### src/rtl/misc_rf_pkg.sv
package misc_rf_pkg;
  localparam int AW    = 5;
  localparam int NSLOT = 1 << AW;

  localparam logic [AW-1:0] IX_FCW  = 5'd0;
  localparam logic [AW-1:0] IX_FSW  = 5'd1;
  localparam logic [AW-1:0] IX_FTW  = 5'd2;
  localparam logic [AW-1:0] IX_FOP  = 5'd3;
  localparam logic [AW-1:0] IX_SIMD = 5'd4;
  localparam logic [AW-1:0] IX_ISEL = 5'd5;
  localparam logic [AW-1:0] IX_OSEL = 5'd6;
  localparam logic [AW-1:0] IX_IOFF = 5'd7;
  localparam logic [AW-1:0] IX_OOFF = 5'd8;
  localparam logic [AW-1:0] IX_TOP  = 5'd9;
  localparam logic [AW-1:0] IX_TSC  = 5'd10;
  localparam logic [AW-1:0] IX_DR0  = 5'd16;
  localparam logic [AW-1:0] IX_DR4  = 5'd20;
  localparam logic [AW-1:0] IX_DR5  = 5'd21;
  localparam logic [AW-1:0] IX_DR6  = 5'd22;
  localparam logic [AW-1:0] IX_DR7  = 5'd23;

  localparam int TOP_LSB = 11;
  localparam int TOP_W   = 3;

  localparam logic [63:0] DR6_WMASK = 64'h0000_0000_0000_E00F;
  localparam logic [63:0] DR7_WMASK = 64'h0000_0000_FFFF_20FF;
  localparam logic [63:0] DR6_INIT  = 64'h0000_0000_FFFF_0FF0;
  localparam logic [63:0] DR7_INIT  = 64'h0000_0000_0000_0400;

  function automatic logic is_impl(input logic [AW-1:0] ix);
    return (ix <= IX_TSC) || (ix >= IX_DR0 && ix <= IX_DR7);
  endfunction

  function automatic logic [AW-1:0] fold_alias(input logic [AW-1:0] ix);
    if (ix == IX_DR4) return IX_DR6;
    if (ix == IX_DR5) return IX_DR7;
    return ix;
  endfunction

  function automatic logic has_storage(input logic [AW-1:0] ix);
    return is_impl(ix) && ix != IX_DR4 && ix != IX_DR5;
  endfunction

  function automatic logic [63:0] init_val(input logic [AW-1:0] ix);
    if (ix == IX_DR6) return DR6_INIT;
    if (ix == IX_DR7) return DR7_INIT;
    return 64'd0;
  endfunction
endpackage

### src/rtl/misc_rf_wpath.sv
module misc_rf_wpath
  import misc_rf_pkg::*;
#(
  parameter int DW = 64
) (
  input  logic          wr_en,
  input  logic [AW-1:0] wr_addr,
  input  logic [DW-1:0] wr_data,
  input  logic          mode64,
  input  logic [DW-1:0] cycle_count,
  input  logic [DW-1:0] dr6_cur,
  input  logic [DW-1:0] dr7_cur,
  output logic          main_we,
  output logic [AW-1:0] main_idx,
  output logic [DW-1:0] main_val,
  output logic          top_we,
  output logic [DW-1:0] top_val,
  output logic          bad_wr,
  output logic          bp_hit
);
  localparam logic [DW-1:0] M3   = DW'(64'h7);
  localparam logic [DW-1:0] M8   = DW'(64'hFF);
  localparam logic [DW-1:0] M16  = DW'(64'hFFFF);
  localparam logic [DW-1:0] M32  = DW'(64'hFFFF_FFFF);
  localparam logic [DW-1:0] MDR6 = DW'(DR6_WMASK);
  localparam logic [DW-1:0] MDR7 = DW'(DR7_WMASK);

  logic legal;

  always_comb begin
    legal    = is_impl(wr_addr);
    main_idx = fold_alias(wr_addr);
    main_we  = wr_en && legal;
    bad_wr   = wr_en && !legal;
    top_we   = 1'b0;
    top_val  = '0;
    main_val = wr_data;
    case (main_idx)
      IX_FSW: begin
        main_val = wr_data & M16;
        top_we   = main_we;
        top_val  = DW'(wr_data[TOP_LSB +: TOP_W]);
      end
      IX_TOP:             main_val = wr_data & M3;
      IX_FTW:             main_val = wr_data & M8;
      IX_FCW, IX_FOP:     main_val = wr_data & M16;
      IX_SIMD:            main_val = wr_data & M32;
      IX_ISEL, IX_OSEL:   main_val = mode64 ? wr_data : (wr_data & M16);
      IX_IOFF, IX_OOFF:   main_val = mode64 ? wr_data : (wr_data & M32);
      IX_TSC:             main_val = wr_data - cycle_count;
      IX_DR6:             main_val = (dr6_cur & ~MDR6) | (wr_data & MDR6);
      IX_DR7:             main_val = (dr7_cur & ~MDR7) | (wr_data & MDR7);
      default:            main_val = wr_data;
    endcase
    bp_hit = main_we && (main_idx == IX_DR7) && (wr_data[7:0] != 8'd0);
  end
endmodule

### src/rtl/misc_rf_store.sv
module misc_rf_store
  import misc_rf_pkg::*;
#(
  parameter int DW = 64
) (
  input  logic          clk,
  input  logic          rst,
  input  logic          main_we,
  input  logic [AW-1:0] main_idx,
  input  logic [DW-1:0] main_val,
  input  logic          top_we,
  input  logic [DW-1:0] top_val,
  output logic [DW-1:0] regs [NSLOT]
);
  for (genvar s = 0; s < NSLOT; s++) begin : g_slot
    localparam logic [AW-1:0] SIX = AW'(s);
    if (has_storage(SIX)) begin : g_reg
      logic [DW-1:0] q;
      always_ff @(posedge clk) begin
        if (rst) begin
          q <= DW'(init_val(SIX));
        end else if (SIX == IX_TOP && top_we) begin
          q <= top_val;
        end else if (main_we && main_idx == SIX) begin
          q <= main_val;
        end
      end
      assign regs[s] = q;
    end else begin : g_none
      assign regs[s] = '0;
    end
  end

  localparam logic [DW-1:0] MDR6 = DW'(DR6_WMASK);
  localparam logic [DW-1:0] MDR7 = DW'(DR7_WMASK);

  // bits outside the status mask survive a debug-status write
  a_r8_dr6_keep: assert property (@(posedge clk) disable iff (rst)
    (main_we && main_idx == IX_DR6) |=>
      ((regs[IX_DR6] & ~MDR6) == ($past(regs[IX_DR6]) & ~MDR6)));

  // bits outside the control mask survive a debug-control write
  a_r9_dr7_keep: assert property (@(posedge clk) disable iff (rst)
    (main_we && main_idx == IX_DR7) |=>
      ((regs[IX_DR7] & ~MDR7) == ($past(regs[IX_DR7]) & ~MDR7)));

  // the tag word never holds bits above 7 after a write
  a_r5_ftw_width: assert property (@(posedge clk) disable iff (rst)
    (main_we && main_idx == IX_FTW) |=> (regs[IX_FTW][DW-1:8] == '0));
endmodule

### src/rtl/misc_rf_rpath.sv
module misc_rf_rpath
  import misc_rf_pkg::*;
#(
  parameter int DW = 64
) (
  input  logic [AW-1:0] rd_addr,
  input  logic [DW-1:0] regs [NSLOT],
  input  logic [DW-1:0] cycle_count,
  output logic [DW-1:0] rd_data,
  output logic          rd_illegal
);
  logic [AW-1:0] eff;
  logic [DW-1:0] raw;

  always_comb begin
    eff        = fold_alias(rd_addr);
    raw        = regs[eff];
    rd_illegal = !is_impl(rd_addr);
    rd_data    = raw;
    if (eff == IX_FSW) begin
      rd_data[TOP_LSB +: TOP_W] = regs[IX_TOP][TOP_W-1:0];
    end else if (eff == IX_TSC) begin
      rd_data = raw + cycle_count;
    end
    if (rd_illegal) rd_data = '0;
  end
endmodule

### src/rtl/misc_rf.sv
module misc_rf
  import misc_rf_pkg::*;
#(
  parameter int DW = 64
) (
  input  logic          clk,
  input  logic          rst,
  input  logic          mode64,
  input  logic [DW-1:0] cycle_count,
  input  logic          wr_en,
  input  logic [AW-1:0] wr_addr,
  input  logic [DW-1:0] wr_data,
  input  logic [AW-1:0] rd_addr,
  output logic [DW-1:0] rd_data,
  output logic          rd_illegal,
  output logic          wr_illegal,
  output logic          bp_unsup
);
  logic          main_we, top_we, bad_wr, bp_hit;
  logic [AW-1:0] main_idx;
  logic [DW-1:0] main_val, top_val;
  logic [DW-1:0] regs [NSLOT];

  misc_rf_wpath #(.DW(DW)) u_wpath (
    .wr_en(wr_en), .wr_addr(wr_addr), .wr_data(wr_data), .mode64(mode64),
    .cycle_count(cycle_count), .dr6_cur(regs[IX_DR6]), .dr7_cur(regs[IX_DR7]),
    .main_we(main_we), .main_idx(main_idx), .main_val(main_val),
    .top_we(top_we), .top_val(top_val), .bad_wr(bad_wr), .bp_hit(bp_hit)
  );

  misc_rf_store #(.DW(DW)) u_store (
    .clk(clk), .rst(rst), .main_we(main_we), .main_idx(main_idx),
    .main_val(main_val), .top_we(top_we), .top_val(top_val), .regs(regs)
  );

  misc_rf_rpath #(.DW(DW)) u_rpath (
    .rd_addr(rd_addr), .regs(regs), .cycle_count(cycle_count),
    .rd_data(rd_data), .rd_illegal(rd_illegal)
  );

  always_ff @(posedge clk) begin
    if (rst) begin
      wr_illegal <= 1'b0;
      bp_unsup   <= 1'b0;
    end else begin
      wr_illegal <= bad_wr;
      bp_unsup   <= bp_hit;
    end
  end

  // a write to a hole raises the flag on the next cycle
  a_r11_wr_flag: assert property (@(posedge clk) disable iff (rst)
    (wr_en && !is_impl(wr_addr)) |=> wr_illegal);

  // enabling a breakpoint through index 21 or 23 raises the flag
  a_r10_bp_flag: assert property (@(posedge clk) disable iff (rst)
    (wr_en && fold_alias(wr_addr) == IX_DR7 && wr_data[7:0] != 8'd0) |=> bp_unsup);

  // the counter reads back the written value plus elapsed cycles
  a_r2_tsc_track: assert property (@(posedge clk) disable iff (rst)
    (wr_en && wr_addr == IX_TSC) |=>
      (rd_addr != IX_TSC || (rd_data - cycle_count) == ($past(wr_data) - $past(cycle_count))));

  // a status-word write loads the stack-top register
  a_r3_top_load: assert property (@(posedge clk) disable iff (rst)
    (wr_en && wr_addr == IX_FSW) |=>
      (regs[IX_TOP][TOP_W-1:0] == $past(wr_data[TOP_LSB +: TOP_W])));
endmodule

### config.mk
export PLATFORM = sky130hd
export DESIGN_NAME = misc_rf
export DESIGN_NICKNAME = d
export VERILOG_FILES = /design/src/rtl/misc_rf_pkg.sv /design/src/rtl/misc_rf_wpath.sv /design/src/rtl/misc_rf_store.sv /design/src/rtl/misc_rf_rpath.sv /design/src/rtl/misc_rf.sv
export SDC_FILE = /design/constraint.sdc
export NUM_CORES = 2
export LEC_CHECK = 0
export BUFFER_PORTS_ARGS = -buffer_cell sky130_fd_sc_hd__buf_4
export CAP_MARGIN = 5
export CORE_ASPECT_RATIO = 0.7
export CORE_UTILIZATION = 41
export CTS_CLUSTER_DIAMETER = 40
export DETAILED_ROUTE_END_ITERATION = 6
export PLACE_DENSITY = 0.59
export SYNTH_ARGS = -nofsm -noshare
export SYNTH_HDL_FRONTEND = slang
export SYNTH_HIERARCHICAL = 1
export SYNTH_SLANG_ARGS = --single-unit
### constraint.sdc
create_clock -name clk -period 7.3 [get_ports clk]
set_input_delay 1.46 -clock clk [delete_from_list [all_inputs] [get_ports clk]]
set_output_delay 1.46 -clock clk [all_outputs]
set_load 0.01 [all_outputs]
Yosys cells after proc, flatten, opt, wreduce, memory -nomap -nowiden
Index checks and enable logic that the tools add are counted.

operators by class
  equality and inequality tests = 22
  bitwise operators = 3
  mux-type cells = 29
  reductions and logical operators = 32
  $lt $le $gt $ge = 7
  $add $sub $neg = 2

operator list
  operator            number
  $pmux 64 s9         1
  $mux 64             8
  $bmux 64 s5         1
  $add 64x64->64      1
  $or 64x16->64       1
  $or 64x32->64       1
  $sub 64x64->64      1
  $eq 5x5->1 const B  10
  $mux 50             1
  $mux 5              8
  $logic_and 1x1->1   22
  $eq 5x3->1 const B  4
  $eq 5x4->1 const B  4
  $mux 11             1
  $eq 5x1->1 const B  2
  $eq 5x2->1 const B  2
  $ge 5x5->1 const B  2
  $le 5x4->1 const B  2
  $le 5x5->1 const B  2
  $reduce_bool 8->1   1
  $mux 1              7
  $ge 6x6->1 const B  1
  $mux 3              2
  $not 5->6           1
  6 further kinds     9

word-level totals
  word-level logic and storage cells = 114
  flip-flop bits (word level) = 1,090
  output and inout bits = 67
  input bits = 142

Depth between registers and ports, before layout
  depth in word-level cells = 13
  mapped depth = 23
  gate-level depth less buffers = 18

By module
Netlist, hierarchy kept.

by module, submodules not included
  module         sequential area each (µm²)  cells an instance  times used  area an instance (µm²)
  misc_rf_store  21,780.9                    6,115              1           48,978.2
  misc_rf_rpath  0.0                         2,212              1           20,512.2
  misc_rf_wpath  0.0                         983                1           6,421.2
  misc_rf        40.0                        4                  1           52.6

Least setup slack after synthesis
No wires, ideal clock.

  kind = input port to output port
  from = input rd_addr[0]
  to = output rd_data[61]
  path buffers = 4
  arrival time = 6,127 ps
  stages = 17
  path slack = -287 ps
  data required time = 5,840 ps
  cells stage by stage = buf_2 -> buf_2 -> buf_1 -> mux4_2 -> mux4_2 -> mux2_2 -> ha_1 -> buf_2 -> nand4_1 -> or4_4 -> or3_4 -> nor3_2 -> a221o_2 -> o21bai_4 -> a2111oi_4 -> o21ai_1 -> a32o_1

on the way
  word-level cells in the longest chain between the ends = 13
  elaborated cells between the ends (all ways) = 23
  classes of those cells = 1 x add/sub; 3 x order compare; 4 x eq/ne; 12 x mux; 1 x bitwise; 2 x reduce/logical

ends and longest elaborated chain
  element                                     RTL line             source
  start, declared                             misc_rf.sv:13        input logic [AW-1:0] rd_addr,
  $eq 5x5->1                                  misc_rf_pkg.sv:36    if (ix == IX_DR5) return IX_DR7;
  $mux 1 (2 in a row)                         misc_rf_pkg.sv:36
  $mux 5                                      misc_rf_pkg.sv:37    return ix;
  $mux 5                                      misc_rf_pkg.sv:36
  $not 5->6 (implied by the code)             misc_rf_rpath.sv:17  raw = regs[eff];
  $bmux 64 s5                                 misc_rf_rpath.sv:17
  $mux 64 (implied by the code) (2 in a row)  misc_rf_rpath.sv:17
  $add 64x64->64                              misc_rf_rpath.sv:23  rd_data = raw + cycle_count;
  $mux 64                                     misc_rf_rpath.sv:22  end else if (eff == IX_TSC) begin
  $mux 50                                     misc_rf_rpath.sv:20  if (eff == IX_FSW) begin
  $mux 64 *                                   misc_rf_rpath.sv:25  if (rd_illegal) rd_data = '0;
  end, declared                               misc_rf.sv:14        output logic [DW-1:0] rd_data,

Mark *: on every way between the ends. The rest lies on a longest branch, timed or not. The select of a mux whose other input is x is not followed.

Final worst setup path
  from = input rd_addr[2]
  to = output rd_data[63]

The elaborated chain is that of the path after synthesis.

==> results.ini <==
[status]
status = complete, but fails checks
violations_in_the_final_reports = design-rule violations, negative setup slack

[die]
chipHeight_um = 361.3
initial_core_util = 0.4141
area_of_the_die_um2 = 186100
chipWidth_um = 515.3
row_count = 131
top_level_ports = 209
floorplan.core_area_um2 = 182600

[global_route]
groute.layer.met2.usage = 0.4638
use_met3 = 0.04699
grt_max_degree = 237
grt_usage = 0.3064
grt_first_pass_wirelength_mm = 440.4
global_route.peak_usage_layer = met2
number_of_antenna_violations_at_the_first_check_in_global_routing = 6
first_global_vias = 68210
grt_remaining_overflow = 0
met1_usage = 0.4254

[final_layout]
layout_nets = 9589
multiInputGateArea_um2 = 47270
seqCellArea_um2 = 21820
fill_cells = 17540
final-instance-count-excl-fill = 11870
syn2layout_area_growth_pct = 14.70
post_route_cells_drive_above_1_share = 0.2113

[synthesis]
postSynthAreaPerCell_um2 = 8.159
synthesized_instance_count = 9266
syn-cell-area_um2 = 75600
synth.yosys.warnings = 6

[sta]
min_period_over_period = 1.078
finalWorstSetupSlack_ns = -0.5661
grt_setup_unrepaired = yes
relSlewSlack = 0.1285
setup_viol = 42
max_freq_mhz = 127.1
fin_worst_skew_ns = 0.06296
final_hold_viol_count = 0
final.min_clock_period_ns = 7.866
tightest_slew_ns = 1.302
report.final.slew_viol_count = 0

[worst_setup_path]
r2r-end = u_store/g_slot[9].g_reg.q[63]
criticalPathCategory = in -> out
cp.arrival_ns = 6.41
reg2reg_setup_slack_ns = 4.85
path_max_fanout = 8
crit-reg2reg-launch = u_store/g_slot[23].g_reg.q[63]
timing.critical_path.to_type = output pin
startpoint_type = primary input
worst_r2r_path_depth = 8
worst_ep_required_time_ns = 5.84

[drt]
vias = 72110
drt_pass1_iterations = 7
detail-route-antenna-nets = 0
drt-initial-drc-count = 8972
wl_mm = 296.6
avgViaCountPerCell = 6.074
drt_drc_violations_left = 2
wire_per_inst_um = 24.99

[clock_tree]
cts_hold_buf = 0
clk_path_buf_depth = 4
tritoncts.num_buffers = 147
tritoncts = built
tritoncts_num_sinks = 1090
clk_pin_slew_ns = 0.05
buffer_type_at_the_clock_tree_root = sky130_fd_sc_hd__clkbuf_16
clk_latency_ns = 0.81
htree_num_levels = 4

[hold_path]
hold_depth = 2
hold_class = reg -> reg
timing.hold.worst.start = u_store/g_slot[23].g_reg.q[24]
worst_case_hold_path_end_point = u_store/g_slot[23].g_reg.q[24]

[pwr]
power.density_cell_area_nw_per_um2 = 205.7
power_leakage_uw = 0.03148
worst_ir_drop_vdd_mv = 0.2139

[placed_design]
buffers_added_on_ports = 208
finalWeightedCongestion = 0.9610
place.detailed.hpwl_mm = 181.9
placed_cells = 11520
preCtsSetupSlack_ns = -1.552

[flow_run]
max_cap_viol_count = 0

==> how the worst max path moves through the flow <==
stage,start,to,slack [ns],cells after the start
2_1_floorplan,rd_addr[2],rd_data[61],-0.008,21
3_3_place_gp,rd_addr[2],rd_data[62],-1.55,24
3_5_place_dp,rd_addr[2],rd_data[62],-1.55,24
4_1_cts,rd_addr[2],rd_data[61],-0.54,19
5_1_grt,rd_addr[2],rd_data[63],-0.73,25
6_report,rd_addr[2],rd_data[63],-0.57,25
==> where the power goes <==
group	leakage [uW]	switching, uW	internal (uW)
Sequential	0.00878	17.8	5980
Combinational	0.0203	2560	1680
Clock	0.00244	2990	4620
Total	0.0315	5560	12300
==> through the flow <==
stage | instance area, um^2 | setup TNS [ns] | hold WS (ns) | power, uW | util
after floorplan | 79300 | -0.008312 | 0.4492 | 8587 | -
after global placement | 78330 | -49.38 | 0.4566 | 9789 | 0.4290
after detailed placement | 78330 | -50.02 | 0.4637 | 9790 | 0.4290
after CTS | 85880 | -9.448 | 0.4717 | 17650 | 0.4704
after global routing | 86720 | -16.84 | 0.4862 | 18370 | 0.4749
final | 86720 | -12.16 | 0.4698 | 17840 | 0.4749
==> layer usage <==
layer	share of wire	up-vias
met1	0.43	35740
met2	0.44	3718
met4	0.047	8
met3	0.087	569
li1	-	32080
met5	0.00054	-
==> sequential cells by signal, summed over array words and instances, names as in the netlist <==
register and cells:
bp_unsup 1, u_store/g_slot.g_reg.q 1088, wr_illegal 1
==> critical path, stage by stage <==
cell,delay (ns)
sky130_fd_sc_hd__buf_6,0.09
sky130_fd_sc_hd__nor2b_4,0.15
sky130_fd_sc_hd__a21o_4,0.31
sky130_fd_sc_hd__buf_12,0.18
sky130_fd_sc_hd__buf_6,0.12
sky130_fd_sc_hd__buf_6,0.12
sky130_fd_sc_hd__a221oi_2,0.24
sky130_fd_sc_hd__a31oi_1,0.09
sky130_fd_sc_hd__mux4_2,0.48
sky130_fd_sc_hd__nand2_2,0.11
sky130_fd_sc_hd__o21ai_4,0.11
sky130_fd_sc_hd__ha_1,0.33
sky130_fd_sc_hd__a21o_1,0.17
sky130_fd_sc_hd__a221o_1,0.36
sky130_fd_sc_hd__buf_6,0.15
sky130_fd_sc_hd__a21oi_4,0.15
sky130_fd_sc_hd__buf_12,0.15
sky130_fd_sc_hd__nor3_4,0.04
sky130_fd_sc_hd__a221o_2,0.41
sky130_fd_sc_hd__buf_6,0.16
sky130_fd_sc_hd__o31ai_4,0.25
sky130_fd_sc_hd__o21ai_2,0.12
sky130_fd_sc_hd__a2111o_1,0.37
sky130_fd_sc_hd__o211ai_1,0.10
sky130_fd_sc_hd__buf_4,0.15
==> timing repair <==
item | CTS | global route
gates resized for setup | 316 | 135
endpoints found under the setup margin | 56 | 46
pin swaps | 73 | 76
setup buffers | 67 | 36
gates cloned | 18 | 1
==> layout by cell type (no fill, tap or decap), types with 150 or more instances in the layout <==
cell type                   instances
sky130_fd_sc_hd__mux4_2           421
sky130_fd_sc_hd__nand3_1         1067
sky130_fd_sc_hd__dfxtp_1         1090
sky130_fd_sc_hd__a31oi_1          172
sky130_fd_sc_hd__conb_1           973
sky130_fd_sc_hd__a221oi_1         168
sky130_fd_sc_hd__buf_4            765
sky130_fd_sc_hd__a21oi_1         1159
sky130_fd_sc_hd__inv_1            177
sky130_fd_sc_hd__nand2_1          511
sky130_fd_sc_hd__o21ai_0         1091
sky130_fd_sc_hd__clkbuf_16        150
==> cell type report <==
| type | count | area share |
|---|---|---|
| diodes | 2 | 0.00005772 |
| clock buffers | 181 | 0.04669 |
| clock inverters | 74 | 0.01134 |
| inverters | 179 | 0.007849 |
| multi-input cells | 6950 | 0.5451 |
| flip-flops and latches | 1090 | 0.2516 |
| well taps | 2460 | 0.03549 |
| repair buffers | 936 | 0.1018 |
Power figures use the tool's default switching activity.
